### src/rtl/pgwalk_pkg.sv
`timescale 1ns/1ps
package pgwalk_pkg;

    typedef enum logic [2:0] {
        WK_IDLE,
        WK_DIR_REQ,
        WK_DIR_WAIT,
        WK_TBL_REQ,
        WK_TBL_WAIT,
        WK_DONE
    } walk_state_e;

endpackage

### src/rtl/pgwalk_entry_dec.sv
`timescale 1ns/1ps
module pgwalk_entry_dec #(
    parameter int W        = 32,
    parameter int OFF_W    = 13,
    parameter int PRES_BIT = 0
) (
    input  logic [W-1:0]       entry,
    output logic               present,
    output logic [W-OFF_W-1:0] frame
);
    localparam int FRM_W = W - OFF_W;

    logic unused_low_bits;

    assign present         = entry[PRES_BIT];
    assign frame           = entry[W-1 -: FRM_W];
    assign unused_low_bits = ^entry[OFF_W-1:0];
endmodule

### src/rtl/pgwalk_addr_gen.sv
`timescale 1ns/1ps
module pgwalk_addr_gen #(
    parameter int W        = 32,
    parameter int VA_W     = 32,
    parameter int OFF_W    = 13,
    parameter int TBL_W    = 11,
    parameter int ENT_LOG2 = 2
) (
    input  logic [VA_W-1:0]    vaddr,
    input  logic [W-1:0]       dir_base,
    input  logic [W-OFF_W-1:0] tbl_frame,
    output logic [W-1:0]       dir_addr,
    output logic [W-1:0]       tbl_addr
);
    localparam int DIR_W  = VA_W - OFF_W - TBL_W;
    localparam int LEVELS = 2;

    logic [LEVELS-1:0][W-1:0] lvl_base;
    logic [LEVELS-1:0][W-1:0] lvl_index;
    logic [LEVELS-1:0][W-1:0] lvl_addr;
    logic                     unused_va;

    assign lvl_base[0]  = dir_base;
    assign lvl_base[1]  = {tbl_frame, {OFF_W{1'b0}}};
    assign lvl_index[0] = W'(vaddr[VA_W-1 -: DIR_W]);
    assign lvl_index[1] = W'(vaddr[OFF_W +: TBL_W]);
    assign unused_va    = ^vaddr[OFF_W-1:0];

    for (genvar lv = 0; lv < LEVELS; lv++) begin : g_level
        assign lvl_addr[lv] = lvl_base[lv] + (lvl_index[lv] << ENT_LOG2);
    end

    assign dir_addr = lvl_addr[0];
    assign tbl_addr = lvl_addr[1];
endmodule

### src/rtl/pgwalk_fsm.sv
`timescale 1ns/1ps
module pgwalk_fsm
    import pgwalk_pkg::*;
#(
    parameter int W     = 32,
    parameter int VA_W  = 32,
    parameter int OFF_W = 13
) (
    input  logic               clk,
    input  logic               rst_n,
    input  logic               req_valid,
    input  logic [VA_W-1:0]    req_vaddr,
    input  logic [W-1:0]       dir_base,
    input  logic               mem_rd_ready,
    input  logic               mem_rsp_valid,
    input  logic               ent_present,
    input  logic [W-OFF_W-1:0] ent_frame,
    input  logic               resp_ready,
    output logic               req_ready,
    output logic               mem_rd_valid,
    output logic               rd_second,
    output logic               resp_valid,
    output logic               fault_q,
    output logic [VA_W-1:0]    va_q,
    output logic [W-1:0]       dbase_q,
    output logic [W-OFF_W-1:0] frame_q
);
    localparam int FRM_W = W - OFF_W;

    typedef struct packed {
        walk_state_e      st;
        logic [VA_W-1:0]  va;
        logic [W-1:0]     dbase;
        logic [FRM_W-1:0] frame;
        logic             fault;
    } walk_regs_t;

    walk_regs_t r_d, r_q;

    always_comb begin
        r_d = r_q;
        case (r_q.st)
            WK_IDLE: begin
                if (req_valid) begin
                    r_d.st    = WK_DIR_REQ;
                    r_d.va    = req_vaddr;
                    r_d.dbase = dir_base;
                    r_d.frame = '0;
                    r_d.fault = 1'b0;
                end
            end
            WK_DIR_REQ: begin
                if (mem_rd_ready) r_d.st = WK_DIR_WAIT;
            end
            WK_DIR_WAIT: begin
                if (mem_rsp_valid) begin
                    if (ent_present) begin
                        r_d.frame = ent_frame;
                        r_d.st    = WK_TBL_REQ;
                    end else begin
                        r_d.frame = '0;
                        r_d.fault = 1'b1;
                        r_d.st    = WK_DONE;
                    end
                end
            end
            WK_TBL_REQ: begin
                if (mem_rd_ready) r_d.st = WK_TBL_WAIT;
            end
            WK_TBL_WAIT: begin
                if (mem_rsp_valid) begin
                    r_d.st = WK_DONE;
                    if (ent_present) begin
                        r_d.frame = ent_frame;
                    end else begin
                        r_d.frame = '0;
                        r_d.fault = 1'b1;
                    end
                end
            end
            WK_DONE: begin
                if (resp_ready) r_d.st = WK_IDLE;
            end
            default: r_d.st = WK_IDLE;
        endcase
    end

    always_ff @(posedge clk) begin
        if (!rst_n) begin
            r_q <= '{st: WK_IDLE, va: '0, dbase: '0, frame: '0, fault: 1'b0};
        end else begin
            r_q <= r_d;
        end
    end

    assign req_ready    = (r_q.st == WK_IDLE);
    assign mem_rd_valid = (r_q.st == WK_DIR_REQ) || (r_q.st == WK_TBL_REQ);
    assign rd_second    = (r_q.st == WK_TBL_REQ);
    assign resp_valid   = (r_q.st == WK_DONE);
    assign fault_q      = r_q.fault;
    assign va_q         = r_q.va;
    assign dbase_q      = r_q.dbase;
    assign frame_q      = r_q.frame;
endmodule

### src/rtl/pgwalk_top.sv
`timescale 1ns/1ps
module pgwalk_top #(
    parameter int W        = 32,
    parameter int VA_W     = 32,
    parameter int OFF_W    = 13,
    parameter int TBL_W    = 11,
    parameter int ENT_LOG2 = 2,
    parameter int PRES_BIT = 0
) (
    input  logic            clk,
    input  logic            rst_n,
    input  logic            req_valid,
    output logic            req_ready,
    input  logic [VA_W-1:0] req_vaddr,
    input  logic [W-1:0]    dir_base,
    output logic            mem_rd_valid,
    input  logic            mem_rd_ready,
    output logic [W-1:0]    mem_rd_addr,
    input  logic            mem_rsp_valid,
    input  logic [W-1:0]    mem_rsp_data,
    output logic            resp_valid,
    input  logic            resp_ready,
    output logic [W-1:0]    resp_paddr,
    output logic            resp_fault
);
    localparam int FRM_W = W - OFF_W;

    logic             ent_present;
    logic [FRM_W-1:0] ent_frame;
    logic             rd_second;
    logic             fault_q;
    logic [VA_W-1:0]  va_q;
    logic [W-1:0]     dbase_q;
    logic [FRM_W-1:0] frame_q;
    logic [W-1:0]     dir_addr;
    logic [W-1:0]     tbl_addr;

    pgwalk_entry_dec #(.W(W), .OFF_W(OFF_W), .PRES_BIT(PRES_BIT)) u_dec (
        .entry   (mem_rsp_data),
        .present (ent_present),
        .frame   (ent_frame)
    );

    pgwalk_fsm #(.W(W), .VA_W(VA_W), .OFF_W(OFF_W)) u_fsm (
        .clk           (clk),
        .rst_n         (rst_n),
        .req_valid     (req_valid),
        .req_vaddr     (req_vaddr),
        .dir_base      (dir_base),
        .mem_rd_ready  (mem_rd_ready),
        .mem_rsp_valid (mem_rsp_valid),
        .ent_present   (ent_present),
        .ent_frame     (ent_frame),
        .resp_ready    (resp_ready),
        .req_ready     (req_ready),
        .mem_rd_valid  (mem_rd_valid),
        .rd_second     (rd_second),
        .resp_valid    (resp_valid),
        .fault_q       (fault_q),
        .va_q          (va_q),
        .dbase_q       (dbase_q),
        .frame_q       (frame_q)
    );

    pgwalk_addr_gen #(
        .W(W), .VA_W(VA_W), .OFF_W(OFF_W), .TBL_W(TBL_W), .ENT_LOG2(ENT_LOG2)
    ) u_addr (
        .vaddr     (va_q),
        .dir_base  (dbase_q),
        .tbl_frame (frame_q),
        .dir_addr  (dir_addr),
        .tbl_addr  (tbl_addr)
    );

    assign mem_rd_addr = rd_second ? tbl_addr : dir_addr;
    assign resp_fault  = fault_q;
    assign resp_paddr  = fault_q ? '0 : {frame_q, va_q[OFF_W-1:0]};
endmodule

### config.mk
export PLATFORM = sky130hd
export DESIGN_NAME = pgwalk_top
export DESIGN_NICKNAME = d
export VERILOG_FILES = /design/src/rtl/pgwalk_pkg.sv /design/src/rtl/pgwalk_entry_dec.sv /design/src/rtl/pgwalk_addr_gen.sv /design/src/rtl/pgwalk_fsm.sv /design/src/rtl/pgwalk_top.sv
export SDC_FILE = /design/constraint.sdc
export NUM_CORES = 1
export LEC_CHECK = 0
export ABC_AREA = 0
export BUFFER_PORTS_ARGS = -buffer_cell sky130_fd_sc_hd__buf_2
export CAP_MARGIN = 10
export CORE_UTILIZATION = 35
export DETAILED_ROUTE_END_ITERATION = 7
export GPL_TIMING_DRIVEN = 1
export MAX_ROUTING_LAYER = met4
export SLEW_MARGIN = 20
export SYNTH_ARGS = -nofsm -noshare
export SYNTH_HDL_FRONTEND = slang
export SYNTH_SLANG_ARGS = --single-unit
### constraint.sdc
create_clock -name clk -period 2.29 [get_ports clk]
set_clock_uncertainty 0.1 [all_clocks]
set_input_delay 0.3435 -clock clk [delete_from_list [all_inputs] [get_ports clk]]
set_output_delay 0.3435 -clock clk [all_outputs]
set_load 0.01 [all_outputs]
==> Yosys cells after proc, flatten, opt, wreduce, memory -nomap -nowiden <==
Index checks and enable logic that the tools add are counted.
{ "classes": {"mux": 14, "n_reduce_logical": 8, "eq_ne": 13, "n_addsub": 2} }
{ "op_table": {"columns": ["op", "count"], "rows": [
  ["$mux 87", 1],
  ["$mux 32", 2],
  ["$pmux 20 s2", 1],
  ["$add 32x10->32", 1],
  ["$add 32x13->32", 1],
  ["$mux 20", 1],
  ["$mux 19", 1],
  ["$mux 3", 6],
  ["$pmux 3 s6", 1],
  ["$ne 2x2->1 const B", 6],
  ["$eq 3x2->1 const B", 2],
  ["$eq 3x3->1 const B", 2],
  ["$reduce_and 6->1", 1],
  ["$ne 2x1->1 const B", 2],
  ["$reduce_and 4->1", 1],
  ["$eq 3x1->1 const B", 1],
  ["$logic_not 3->1", 1],
  ["$reduce_and 3->1", 1],
  ["$reduce_and 2->1", 1],
  ["$reduce_bool 2->1", 1],
  ["$reduce_or 2->1", 1],
  ["$logic_or 1x1->1", 1],
  ["$mux 1", 1]
]} }
{ "word_totals": {"input_bits": 102, "word_cells": 42, "reg_bits": 87, "out_inout_bits": 68} }

==> Depth between registers and ports, before layout <==
Gate-level depths: netlist of run 1.
{ "depth": {"depth_word": 4, "mapped_depth": 8, "depth_no_buf": 7} }

==> Modules after synthesis <==
A second synthesis of run 1 with hierarchy kept.
{ "unflattened": {"hier_cells": 731, "area_unflattened_um2": 6095.8} }
{ "modules_own_cells": {"columns": ["module", "n_inst", "cells_per_inst", "seq_area_each_um2", "area_each_um2"], "rows": [
  ["pgwalk_fsm", 1, 491, 1741.7, 4080.2],
  ["pgwalk_addr_gen", 1, 149, 0.0, 1049.8],
  ["pgwalk_top", 1, 71, 0.0, 815.8],
  ["pgwalk_entry_dec", 1, 20, 0.0, 150.1]
]} }

==> Worst setup path after synthesis of run 1 <==
Ideal clock, no wire load.
{ "synth_timing": {"path_kind": "flip-flop to output port", "startpoint": "register u_fsm.r_q, in the netlist u_fsm.dbase_q[2]", "endpoint": "output port mem_rd_addr[30]", "arrival_time_ps": 2011, "setup_slack_ps": -165, "required_time_ps": 1847, "stages_incl_launch_ff": 8, "n_path_buf": 0, "path_cell_list": "dfxtp_1 ha_1 fa_1 a211oi_1 o211ai_4 nand3_4 or4_1 a31oi_1"} }
{ "synth_between": {"elab_chain_len": 2} }
{ "synth_lines": {"columns": ["item", "line_no", "source"], "rows": [
  ["from (decl)", "pgwalk_fsm.sv:38", "walk_regs_t r_d, r_q;"],
  ["from (signal assigned)", "pgwalk_fsm.sv:90", "r_q <= '{st: WK_IDLE, va: '0, dbase: '0, frame: '0, fault: 1'b0};"],
  ["from (signal assigned)", "pgwalk_fsm.sv:92", "r_q <= r_d;"],
  ["$add 32x10->32", "pgwalk_addr_gen.sv:30", "assign lvl_addr[lv] = lvl_base[lv] + (lvl_index[lv] << ENT_LOG2);"],
  ["$mux 32", "pgwalk_top.sv:75", "assign mem_rd_addr = rd_second ? tbl_addr : dir_addr;"],
  ["to (decl)", "pgwalk_top.sv:18", "output logic [W-1:0] mem_rd_addr,"]
]} }
No other way between the ends.

==> Final worst setup path of run 1 <==
{ "layout_timing": {"startpoint": "register u_fsm.r_q, in the netlist u_fsm.dbase_q[2]", "endpoint": "output port mem_rd_addr[18]"} }
Same word-level chain as after synthesis.

==> impl_summary.txt, run 1 <==
----------------------------------------------------
[Pwr]
  Leakage power ... approximately 2.9 nW
  Seq pwr share ... between 40% and 50%
  Internal ... roughly 2.8 mW
  Clock network power share ... about a third
  Pwr Density ... about 590 nW/um2
  Sw Ratio ... 29.9%
  Combinational power share ... about a quarter
  P_sw ... between 1 and 1.5 mW
  Largest vdd supply drop ... between 300 and 400 uV
  Total design power ... 3.98 mW

[Clock tree]
  Clk sink count ... 87
  Total number of H-tree levels ... 3
  CTS Hold Buffers Added ... 0
  Clock transition time at the flip-flop clock pins of the worst setup and hold paths ... approximately 0.060 ns
  Root Buffer ... clkbuf_16
  Later-pin clock latency in the skew report ... between 0.3 and 0.4 ns
  CTS tree ... built
  Clock buffers created by TritonCTS ... 9
  CTS max path bufs ... 2

[Critical path]
  R2r setup slk ... approximately 0.40 ns
  WP data arrival ... approximately 2.5 ns
  RR Endpoint ... u_fsm.fault_q
  Critical path class ... reg2out
  Start of the worst register-to-register path ... u_fsm.r_q[86]
  Worst setup startpoint ... u_fsm.dbase_q[2]
  Type of destination of the critical path ... output pin
  Crit path required time ... 1.85 ns
  FF-to-FF path depth ... 5
  Setup crit start kind ... register
  Worst Path Max Fanout ... 5

[Final layout]
  Synthesis-to-layout area growth ... 42.4%
  Post-layout utilization of the core ... ~51%
  Proportion of layout cells with a drive suffix above 1 ... a little under two fifths
  Finished Layout Cells ... 978
  Final Net Count ... 907

[Route]
  Antenna Violating Nets Remaining ... 0
  Vias per cell ... 4.99
  Router iterations before antenna repair ... 4
  Mean routed wirelength per cell ... 15.6 um
  Count of vias placed by the detailed router ... ~5000
  DRC violations left ... 0
  DRC violation total after the first TritonRoute iteration ... between 200 and 300
  Final wirelength ... approximately 15000 um

[Yosys]
  Fraction of post-synthesis cell area in the top cell type by area ... between 30% and 40%
  Commonest cells post-synth ... nand2_1 (182), dfxtp_1 (87), a21boi_0 (84), nor2b_1 (33), clkbuf_1 (27)
  Post-synth EDFFs ... 0
  Cells after Synth ... 609
  Most used flip-flop cell after synthesis ... dfxtp_1
  Yosys warnings ... 0
  Fraction of registers with async set or reset after synthesis ... 0%
  Register bit total from synthesis ... 87
  Post-Syn Nets ... between 700 and 800
  Ranking of synthesized cells by area ... dfxtp_1 (37%), nand2_1 (14%), a21boi_0 (13%)
  Dominant cell by count in the synthesized netlist ... nand2_1
  Part of the Yosys area used for sequential elements ... 36.9%
  Post-synth top area cell ... dfxtp_1
  Post-synthesis average cell area ... roughly 7.8 um2
  Post-synthesis instance area ... about 4700 um2
  Distinct cell type count after synthesis ... 48

[GRT]
  Global-route congestion overflow total ... 0
  Total Routing Usage GR ... between 20 and 25%
  Met1 Track Usage GR ... about a quarter
  Global routing met3 resource utilization ... roughly 6.8%
  Maximum number of pins on one net before global-route repair ... between 80 and 90
  Most used routing layer ... met2
  Met2 track demand over resource ... 35.9%
  Global-route wire length before repair ... between 20000 and 25000 um
  Number of antenna violations at the first check in global routing ... 2
  Vias in the first global route ... 4772

[Die]
  Area of the core region ... about 13000 um2
  Chip height ... roughly 120 um
  I/O pin count ... 170
  Horizontal die dimension ... ~120 um
  Row count ... 42
  Die area ... about 14000 um2
  Initial Util ... 35.8%

[Timing]
  Actual transition at the worst max-transition pin ... approximately 0.45 ns
  Time the final worst path needs with I/O delays and setup ... a little under 3 ns
  Final Max Tran Viols ... 0
  Setup repair after global routing missed its margin ... true
  Worst max-slew margin expressed relative to the limit ... a little over two thirds
  Crit share post-route ... 127%
  Worst setup slack after layout ... -0.613 ns
  Upper clock frequency limit ... roughly 340 MHz
  Total of endpoints with negative setup slack in the final report ... 26
  Final hold violation count ... 0

[Placed design]
  Port bufs ... 157
  Placer Congestion ... 0.944
  Cell Count Post-Placement ... roughly 950
  Half-perimeter wire length after placement ... around 10000 um

[Outcome]
  Result of the run ... finished, violations left
  Failing checks ... negative setup slack

[Min path]
  Class of the tightest hold or removal check ... in2reg
  Launch instance of the worst min-delay path ... req_vaddr[24]
  Min-Delay Path Depth ... 3
  Hold Path Sink ... u_fsm.va_q[24]

[Run]
  Number of maximum-capacitance constraint violations ... 0

----------------------------------------------------
## kinds of logic (layout without fill, tap and decap cells)
group	after synthesis	in the layout	share of synthesized area [%]
simple gates	291	291	28.4
compound gates	151	152	22.8
buf+inv	44	234	4.13
other cells	0	2	0
mux	3	3	0.716
fa+ha+maj	9	9	2.54
flops	87	87	36.9
xor+xnor	24	24	4.45
## per-stage QoR
stage	instance area (um2)	TNS, ns	hold WS (ns)	worst slack [ns]
2_1_floorplan	4750	-0.0501	0.339	-0.0221
3_3_place_gp	5950	-3.24	0.346	-0.232
3_5_place_dp	5950	-3.96	0.351	-0.327
4_1_cts	6450	-10.60	0.130	-0.522
5_1_grt	6720	-13.61	0.139	-0.662
6_report	6720	-11.35	0.142	-0.613
## worst max-delay path by stage
stage,slack [ns],end,cells after the start
finish,-0.61,mem_rd_addr[18],10
global route,-0.66,mem_rd_addr[18],10
CTS,-0.52,mem_rd_addr[14],8
detailed placement,-0.33,mem_rd_addr[21],7
global placement,-0.23,mem_rd_addr[21],7
floorplan,-0.02,mem_rd_addr[21],7
## final cells by class
type	instances	area (um2)
Clock buffer	14	254
Fill cell	1272	6470
Clock inverter	1	5.00
Inverter	3	11.3
Antenna cell	2	5.00
Multi-Input combinational cell	479	3160
Timing Repair Buffer	216	1300
Tap cell	176	220
Sequential cell	87	1760
## layer usage
metal  part of all wire [%]  vias to the layer above
met3                    6.4                       29
met2                     48                      139
met4                    2.3                        0
li1                       -                     2433
met5                      0                        -
met1                     43                     2283
## sequential cells by signal (all words and copies together), names as in the netlist
register / count
u_fsm.va_q: 32
u_fsm.r_q: 3
u_fsm.frame_q: 19
u_fsm.dbase_q: 32
u_fsm.fault_q: 1
## critical path, cell delays in order (launching register included)
cell      delay [ns]
dfxtp_2         0.33
ha_4            0.16
fa_2            0.38
a211oi_4        0.27
buf_4           0.16
o211ai_4        0.12
nand3_4         0.14
buf_4           0.14
xor2_2          0.17
o21ai_1         0.08
buf_2           0.14
## power by group through the flow
stage | sequential [mW] | combinational [mW] | clock, mW
after detailed placement | 1.71 | 0.853 | 0
after CTS | 1.69 | 0.903 | 1.38
after floorplan | 1.70 | 0.485 | 0
after global routing | 1.70 | 1.04 | 1.44
after global placement | 1.71 | 0.842 | 0
final | 1.69 | 0.946 | 1.35
## cells in the final DEF, fill, tap and decap left out, drive strengths merged, types with 7 or more instances in the layout
cell type  netlist  routed
buf             14     216
nand2          182     182
dfxtp           87      87
a21boi          84      84
nor2b           33      33
nand3           25      25
nor2            20      20
o21ai           20      20
xor2            17      17
a21oi           16      16
clkbuf          27      14
o211ai           9      10
ha               8       8
nand4            7       7
xnor2            7       7
## what timing repair did
action | CTS | global route
pin swaps | 29 | 35
gates resized for setup | 46 | 37
gates cloned | 1 | 0
setup buffers | 5 | 11
setup endpoints to repair | 26 | 27
(Power assumes the default switching activity.)
==> inputs of run 2 (changes only) <==
--- a/config.mk
+++ b/config.mk
@@ -8,10 +8,12 @@
 export ABC_AREA = 0
 export BUFFER_PORTS_ARGS = -buffer_cell sky130_fd_sc_hd__buf_2
 export CAP_MARGIN = 10
-export CORE_UTILIZATION = 35
+export CORE_UTILIZATION = 45
 export DETAILED_ROUTE_END_ITERATION = 7
 export GPL_TIMING_DRIVEN = 1
 export MAX_ROUTING_LAYER = met4
+export PLACE_DENSITY = 0.76
+export RECOVER_POWER = 25
 export SLEW_MARGIN = 20
 export SYNTH_ARGS = -nofsm -noshare
 export SYNTH_HDL_FRONTEND = slang
==> impl_summary.txt, run 2 (synthesized netlist as in run 1, its figures left out) <==
----------------------------------------------------
[Pwr]
  Sw Ratio ... 30.7%
  Clock network power share ... between 20% and 30%
  P_sw ... between 1 and 1.5 mW
  Largest vdd supply drop ... 494 uV
  Internal ... between 2 and 3 mW
  Pwr Density ... 563 nW/um2
  Leakage power ... ~2.9 nW
  Seq pwr share ... a little under half
  Combinational power share ... between 20% and 30%

[GRT]
  Global-route wire length before repair ... 22400 um
  Maximum number of pins on one net before global-route repair ... 66
  Vias in the first global route ... around 4700
  Global-route congestion overflow total ... 0
  Number of antenna violations at the first check in global routing ... 0
  Total Routing Usage GR ... a little over a quarter

[Timing]
  Final hold violation count ... 0
  Worst setup slack after layout ... -0.610 ns
  Time the final worst path needs with I/O delays and setup ... approximately 2.9 ns
  Total of endpoints with negative setup slack in the final report ... 35
  Upper clock frequency limit ... 345 MHz
  Crit share post-route ... 127%
  Actual transition at the worst max-transition pin ... between 0.9 and 1 ns
  Setup repair after global routing missed its margin ... true
  Final Max Tran Viols ... 0
  Worst max-slew margin expressed relative to the limit ... 37.2%

[Final layout]
  Highest-count cells in the layout ignoring fill and taps ... nand2_1 (179), buf_2 (141), a21boi_0 (84)
  Number of inserted diodes ... 0
  Most common cell after layout, fill and taps aside ... nand2_1
  Final Net Count ... between 900 and 1000
  Synthesis-to-layout area growth ... 40.6%
  Proportion of layout cells with a drive suffix above 1 ... around 36%
  Post-layout utilization of the core ... about 65%

[Route]
  DRC violations left ... 0
  Vias per cell ... approximately 5.3
  DRC violation total after the first TritonRoute iteration ... 320
  Antenna Violating Nets Remaining ... 0
  Final wirelength ... 14300 um
  Count of vias placed by the detailed router ... 4962
  Met1 wire length ... just over 6000 um
  Highest metal used ... met4
  Router iterations before antenna repair ... 7
  Mean routed wirelength per cell ... 15.2 um
  Met3 routed WL ... between 900 and 1000 um
  Met2 layer wire length in the routed design ... between 6000 and 7000 um

[Outcome]
  Result of the run ... finished, violations left
  Failing checks ... negative setup slack

[Placed design]
  Half-perimeter wire length after placement ... a little under 10000 um
  Port bufs ... approximately 160
  DP Worst Slack ... -0.239 ns
  Placer Congestion ... around 0.86

[Clock tree]
  Clock transition time at the flip-flop clock pins of the worst setup and hold paths ... 0.09 ns
  CTS tree ... built
  CTS max path bufs ... 2
  Root Buffer ... clkbuf_8
  Total number of H-tree levels ... 3
  Clock buffers created by TritonCTS ... 9
  Clk sink count ... 87
  CTS Hold Buffers Added ... 0
  Later-pin clock latency in the skew report ... about 0.36 ns

[Die]
  Initial Util ... between 40% and 50%
  Die area ... between 10000 and 15000 um2
  Area of the core region ... between 10000 and 15000 um2
  Row count ... 37
  Chip height ... roughly 100 um
  I/O pin count ... 170
  Horizontal die dimension ... ~100 um

[Critical path]
  WP data arrival ... 2.46 ns
  Setup crit start kind ... register
  Type of destination of the critical path ... output pin
  Worst Path Max Fanout ... 4
  Crit path required time ... between 1.5 and 2 ns
  Critical path class ... reg2out

[Min path]
  Class of the tightest hold or removal check ... in2reg

[Run]
  Number of maximum-capacitance constraint violations ... 0

----------------------------------------------------
## run 2: cell types whose count changed in the layout (fill, tap and decap cells not counted), sizes merged
cell    delta
clkbuf    +10
buf        -8
clkinv     +2
diode      -2
bufinv     +1
## run 2: final timing paths
check	cells after the start	slack, ns	from	to
hold / removal	3	0.11	req_vaddr[27]	u_fsm.va_q[27]
hold reg to reg	2	0.36	u_fsm.va_q[2]	u_fsm.va_q[2]
setup / recovery	8	-0.61	u_fsm.va_q[31]	mem_rd_addr[25]
setup reg to reg	5	-0.06	u_fsm.r_q[85]	u_fsm.dbase_q[11]
## run 2: area by class of cell
type,instances,area [um2]
Sequential cell,87,1770
Fill cell,846,3590
Inverter,3,11.3
Clock inverter,4,45.0
Timing Repair Buffer,221,1360
Tap cell,136,170
Clock buffer,11,151
Multi-Input combinational cell,479,3130
## run 2: power by group through the flow
stage	sequential, mW	combinational (mW)	clock (mW)
after floorplan	1.70	0.485	0
after global placement	1.71	0.817	0
after detailed placement	1.72	0.832	0
after CTS	1.70	0.887	1.12
after global routing	1.72	1.02	1.19
final	1.70	0.937	1.10
## run 2: stage by stage
| step | setup TNS (ns) | hold WS (ns) | std cells | cell area (um2) | total power [mW] |
|---|---|---|---|---|---|
| after global routing | -22.85 | 0.102 | 941 | 6640 | 3.93 |
| after detailed placement | -3.25 | 0.354 | 905 | 5910 | 2.55 |
| final | -12.45 | 0.107 | 941 | 6640 | 3.74 |
| after global placement | -2.84 | 0.346 | 905 | 5910 | 2.53 |
| after floorplan | -0.0501 | 0.339 | 609 | 4750 | 2.19 |
| after CTS | -10.54 | 0.0975 | 928 | 6440 | 3.70 |
## run 2: what timing repair did
item | CTS | global route
resized for setup | 62 | 24
endpoints found under the setup margin | 32 | 32
pin swaps | 33 | 32
buffers inserted | 7 | 14
gates cloned | 1 | 0
## run 2: critical path, cell delays in order, from the launching register on
cell and delay [ns]:
dfxtp_4 0.37, ha_4 0.29, o211ai_1 0.17, a21oi_2 0.23
buf_4 0.17, o211ai_4 0.09, or3_1 0.38, a31oi_2 0.23
buf_2 0.17
## run 2: per-layer routing
metal	vias to the layer above	GRT usage [%]
met3	55	5.45
met4	0	10.7
met2	196	41.2
met5	-	-
met1	2278	32.9
li1	2433	-
